==> config.mk <==
export PLATFORM = sky130hd
export DESIGN_NAME = periph_rst_seq
export DESIGN_NICKNAME = d
export VERILOG_FILES = /design/src/rtl/rcs_pkg.sv /design/src/rtl/rcs_step_table.sv /design/src/rtl/rcs_poll_timer.sv /design/src/rtl/periph_rst_seq.sv
export SDC_FILE = /design/constraint.sdc
export NUM_CORES = 1
export LEC_CHECK = 0
export BUFFER_PORTS_ARGS = -buffer_cell sky130_fd_sc_hd__clkbuf_2
export CAP_MARGIN = 15
export CORE_MARGIN = 10
export CORE_UTILIZATION = 30
export CTS_BUF_LIST = sky130_fd_sc_hd__clkbuf_2
export CTS_CLUSTER_SIZE = 10
export DETAILED_ROUTE_END_ITERATION = 12
export SYNTH_ARGS = -nofsm -noshare
export SYNTH_HDL_FRONTEND = slang
export SYNTH_HIERARCHICAL = 1
export SYNTH_SLANG_ARGS = --single-unit
==> constraint.sdc <==
create_clock -name clk -period 4.95 [get_ports clk]
set_input_delay 0.2475 -clock clk [delete_from_list [all_inputs] [get_ports clk]]
set_output_delay 0.2475 -clock clk [all_outputs]
set_load 0.02 [all_outputs]
==> src/rtl/rcs_pkg.sv <==
package rcs_pkg;
    typedef enum logic [1:0] {
        ST_IDLE,
        ST_ISSUE,
        ST_POLL,
        ST_FINISH
    } seq_state_t;

    localparam int unsigned NUM_STEPS = 4;
    localparam int unsigned STEP_W    = $clog2(NUM_STEPS);

    typedef logic [STEP_W-1:0] step_idx_t;
endpackage

==> src/rtl/rcs_step_table.sv <==
module rcs_step_table
    import rcs_pkg::*;
(
    input  step_idx_t              step_i,
    output logic [NUM_STEPS-1:0]   strobe_sel_o,
    output logic                   watch_clk_o,
    output logic                   want_o
);
    // One strobe per step, in step order.
    for (genvar g = 0; g < NUM_STEPS; g++) begin : g_sel
        assign strobe_sel_o[g] = (step_i == step_idx_t'(g));
    end

    // Which status bit each step watches, and the level it waits for.
    always_comb begin
        unique case (step_i)
            2'd0:    begin watch_clk_o = 1'b0; want_o = 1'b1; end
            2'd1:    begin watch_clk_o = 1'b1; want_o = 1'b0; end
            2'd2:    begin watch_clk_o = 1'b0; want_o = 1'b0; end
            default: begin watch_clk_o = 1'b1; want_o = 1'b1; end
        endcase
    end
endmodule

==> src/rtl/rcs_poll_timer.sv <==
module rcs_poll_timer #(
    parameter int unsigned POLL_MAX = 1000000
) (
    input  logic clk,
    input  logic rst_n,
    input  logic clear_i,
    input  logic adv_i,
    output logic last_o
);
    localparam int unsigned CW = (POLL_MAX < 2) ? 1 : $clog2(POLL_MAX);

    logic [CW-1:0] cnt_q;

    // last_o is high during the final poll allowed by the budget.
    assign last_o = (cnt_q == CW'(POLL_MAX - 1));

    always_ff @(posedge clk) begin
        if (!rst_n) begin
            cnt_q <= '0;
        end else if (clear_i) begin
            cnt_q <= '0;
        end else if (adv_i && !last_o) begin
            cnt_q <= cnt_q + 1'b1;
        end
    end
endmodule

==> src/rtl/periph_rst_seq.sv <==
module periph_rst_seq
    import rcs_pkg::*;
#(
    parameter int unsigned POLL_MAX = 1000000
) (
    input  logic       clk,
    input  logic       rst_n,
    input  logic       start_i,
    input  logic       rst_stat_i,
    input  logic       clk_stat_i,
    output logic       rst_req_o,
    output logic       clk_off_o,
    output logic       rst_rel_o,
    output logic       clk_on_o,
    output logic       busy_o,
    output logic       done_o,
    output logic       fail_o,
    output logic [1:0] fail_step_o
);
    localparam step_idx_t LAST_STEP = step_idx_t'(NUM_STEPS - 1);

    seq_state_t state_q, state_d;
    step_idx_t  step_q, step_d;
    logic       fail_q, fail_d;
    step_idx_t  fstep_q, fstep_d;

    logic [NUM_STEPS-1:0] sel;
    logic                 watch_clk;
    logic                 want;
    logic                 hit;
    logic                 last_poll;

    rcs_step_table u_table (
        .step_i       (step_q),
        .strobe_sel_o (sel),
        .watch_clk_o  (watch_clk),
        .want_o       (want)
    );

    rcs_poll_timer #(.POLL_MAX(POLL_MAX)) u_timer (
        .clk     (clk),
        .rst_n   (rst_n),
        .clear_i (state_q == ST_ISSUE),
        .adv_i   (state_q == ST_POLL),
        .last_o  (last_poll)
    );

    assign hit = ((watch_clk ? clk_stat_i : rst_stat_i) == want);

    // State register
    always_ff @(posedge clk) begin
        if (!rst_n) begin
            state_q <= ST_IDLE;
            step_q  <= '0;
            fail_q  <= 1'b0;
            fstep_q <= '0;
        end else begin
            state_q <= state_d;
            step_q  <= step_d;
            fail_q  <= fail_d;
            fstep_q <= fstep_d;
        end
    end

    // Next-state logic
    always_comb begin
        state_d = state_q;
        step_d  = step_q;
        fail_d  = fail_q;
        fstep_d = fstep_q;
        unique case (state_q)
            ST_IDLE: begin
                if (start_i) begin
                    state_d = ST_ISSUE;
                    step_d  = '0;
                    fail_d  = 1'b0;
                    fstep_d = '0;
                end
            end
            ST_ISSUE: state_d = ST_POLL;
            ST_POLL: begin
                if (hit) begin
                    if (step_q == LAST_STEP) begin
                        state_d = ST_FINISH;
                    end else begin
                        step_d  = step_q + 1'b1;
                        state_d = ST_ISSUE;
                    end
                end else if (last_poll) begin
                    fail_d  = 1'b1;
                    fstep_d = step_q;
                    state_d = ST_FINISH;
                end
            end
            ST_FINISH: state_d = ST_IDLE;
            default:   state_d = ST_IDLE;
        endcase
    end

    // Outputs
    always_comb begin
        logic [NUM_STEPS-1:0] stb;
        stb         = (state_q == ST_ISSUE) ? sel : '0;
        rst_req_o   = stb[0];
        clk_off_o   = stb[1];
        rst_rel_o   = stb[2];
        clk_on_o    = stb[3];
        busy_o      = (state_q != ST_IDLE);
        done_o      = (state_q == ST_FINISH);
        fail_o      = fail_q;
        fail_step_o = fstep_q;
    end
endmodule

==> results.py <==
metrics = {
    "die": {
        "core_um2": 4723,
        "die-area_um2": 8036,
        "num_rows": 25,
        "die_h_um": 89.65,
        "initial_core_util_pct": 30.81,
        "die_w_um": 89.65,
        "io_pins": 14,
    },
    "yosys": {
        "synth_area_per_cell_um2": 8.510,
        "yosysMostFrequentCell": "dfxtp_1",
        "synthDistinctLibCells": 38,
        "synth_top_area_share_pct": 37.15,
        "ys_seq_area_share_pct": 37.15,
        "syn_area_um2": 1455,
        "ys_warn_count": 6,
        "synth_top_flop_cell": "dfxtp_1",
        "synth_edf_count": 0,
        "ys_seq_elements": 27,
        "synthArstFlopShare_pct": 0,
        "syn_inst": 171,
        "synth_common_cells": "27 x dfxtp_1, 22 x nor2_1, 14 x nand2_1, 11 x xor2_1, 8 x nand3_1",
        "syn_nets": 183,
        "yosysTopAreaCell": "dfxtp_1",
        "synth.area.top_cells": "dfxtp_1 37%, xor2_1 6.6%, ha_1 6.0%, nor2_1 5.7%, nand2_1 3.6%",
    },
    "clock_tree": {
        "clock_latency_ns": 0.36,
        "clockBufferDepth": 2,
        "clock_sinks": 27,
        "h-tree-depth": 1,
        "cts_resized": 0,
        "root_buffer": "clkbuf_2",
        "cts_setup_buffers": 0,
        "cts_hold_buf": 0,
        "cts_made_buffers": 3,
        "clkSlewWorstSetupHoldPaths_ns": 0.23,
        "cts_tree": "done",
    },
    "place": {
        "numPortBuffers": 13,
        "gp_congestion": 0.7777,
        "dp_cells": 246,
        "placed_cell_area_um2": 1584,
        "dp_hpwl_mm": 2.100,
    },
    "final_layout": {
        "fin_nets": 196,
        "areaGrowthSynthToFinish_pct": 10.23,
        "final_cell_area_um2": 1604,
        "layout-drive-gt1-share_pct": 12.57,
        "fin_cells": 250,
        "antenna_cells": 0,
    },
    "critical_path": {
        "ff2ff_path_depth": 5,
        "r2r_setup_slack_ns": 2.55,
        "critPathKind": "reg -> reg",
        "timing.rr.end": "u_timer/cnt_q[16]",
        "cp-start-kind": "flop",
        "startpoint": "state_q[1]",
        "cp-endpoint": "u_timer/cnt_q[16]",
        "end_kind": "flop",
        "worstPathRequired_ns": 5.24,
        "worst-path-max-fanout": 13,
        "cp_data_arrival_time_ns": 2.69,
        "r2r-start": "state_q[1]",
    },
    "sta": {
        "fmax_mhz": 417.1,
        "period_needed_ns": 2.397,
        "worst_pin_slew_ns": 0.8221,
        "finalHoldViolations": 0,
        "hold_slack_ns": 0.1652,
        "tns_ns": 0,
        "period_share_pct": 48.43,
        "fin_skew_ns": 0.01110,
        "setup_viol": 0,
        "max-slew-margin-rel_pct": 45.08,
        "drv_slew": 0,
        "rsz0062_at_grt": "false",
    },
    "pwr": {
        "ir_drop_uv": 159.7,
        "seqPwrFrac_pct": 66.0,
        "p_clk_share_pct": 24.0,
        "p_leak_nw": 0.6144,
        "powerDensity_nw_per_um2": 211.8,
        "p_switching_mw": 0.08623,
        "swShare_pct": 25.39,
        "p_comb_share_pct": 10.0,
        "p_int_mw": 0.2534,
    },
    "global_routing": {
        "antenna_found_initial": 0,
        "grt_pass1_wl_mm": 5.188,
        "grt_pass1_vias": 1145,
        "grt_start_max_net_pins": 20,
        "grt-ovfl-total": 0,
        "track_usage_pct": 7.870,
    },
    "routing": {
        "wl_mm": 2.870,
        "drc_errors": 0,
        "vias": 1207,
        "via_per_inst": 4.828,
        "dr.pass1.iters": 6,
        "drt-initial-drc-count": 91,
        "drtAntennaViolNets": 0,
        "wire_per_inst_um": 11.48,
    },
    "worst_hold_path": {
        "min_from": "start_i",
        "min_path_type": "in -> reg",
    },
    "flow_run": {
        "drv_cap": 0,
    },
    "status": {
        "status": "finished clean",
    },
}
-- cells in the final DEF (no fill, tap or decap), types with 2 or more instances in the layout --
cell,n
nor2_1,22
ha_1,7
nand2b_1,3
clkbuf_2,17
a21oi_1,5
nand4_1,7
or3_1,5
and2_1,7
nand3b_1,2
dfxtp_1,27
mux2i_1,2
nand3_1,8
and4_1,2
o211ai_1,3
inv_1,6
o21ai_0,6
nand2_1,14
o2111ai_1,2
xnor2_1,3
xor2_1,11
and3_1,4
nor2b_1,3
nor3_1,3
-- worst max-delay path, stage by stage, from the launching register on --
cell and delay, ns:
dfxtp_1 0.49, nor2b_1 0.70, nand3_1 0.15, or3_1 0.47, or3_1 0.39, a21oi_1 0.13
-- how the worst min path moves through the flow --
stage	end	depth (start not counted)
4_1_cts	state_q[0]	3
5_1_grt	state_q[0]	3
3_5_place_dp	fail_o	2
2_1_floorplan	state_q[0]	2
3_3_place_gp	fail_o	2
6_report	state_q[0]	3
-- per-layer routing --
metal / routed length (µm) / GRT usage, %
met2: 1317 / 12.66
met4: 43 / 2.168
met3: 123 / 2.256
met5: 0 / 0
met1: 1386 / 9.989
-- flip-flops by register name, summed over array words and instances, names as in the netlist --
register,count
u_timer/cnt_q,20
fail_step_o,2
state_q,2
step_q,2
fail_o,1
-- power groups by stage --
stage,sequential [mW],clock [mW],combinational [mW]
detailed placement,0.228,0,0.0343
global placement,0.228,0,0.0344
floorplan,0.227,0,0.0260
finish,0.224,0.0817,0.0339
CTS,0.224,0.0864,0.0345
global route,0.225,0.0938,0.0381
-- layout make-up --
cell class	count	area (µm²)
Timing Repair Buffer	13	65.06
Sequential cell	27	540.5
Fill cell	495	3119
Tap cell	67	83.83
Clock buffer	4	20.02
Multi-Input combinational cell	133	872.1
Inverter	6	22.52
-- kinds of logic (layout without fill, tap and decap cells) --
| family | after synthesis | count (layout) | synth area share [%] |
|---|---|---|---|
| xor gates and xnor gates | 15 | 15 | 9.545 |
| AOI/OAI and AO/OA | 21 | 21 | 9.373 |
| buffers and inverters | 11 | 23 | 2.923 |
| and+or+nand+nor | 87 | 87 | 32.67 |
| muxes | 3 | 3 | 2.321 |
| adders and majority gates | 7 | 7 | 6.019 |
| DFF | 27 | 27 | 37.15 |
-- per-stage QoR --
step                      setup WS, ns  total power, mW  util, %
after floorplan                  3.031           0.2532        -
after global placement           2.713           0.2625    33.54
after detailed placement         2.612           0.2625    33.54
after CTS                        2.567           0.3451    33.96
after global routing             2.373           0.3567    33.96
final                            2.553           0.3397    33.96
Power figures use the tool's default switching activity.
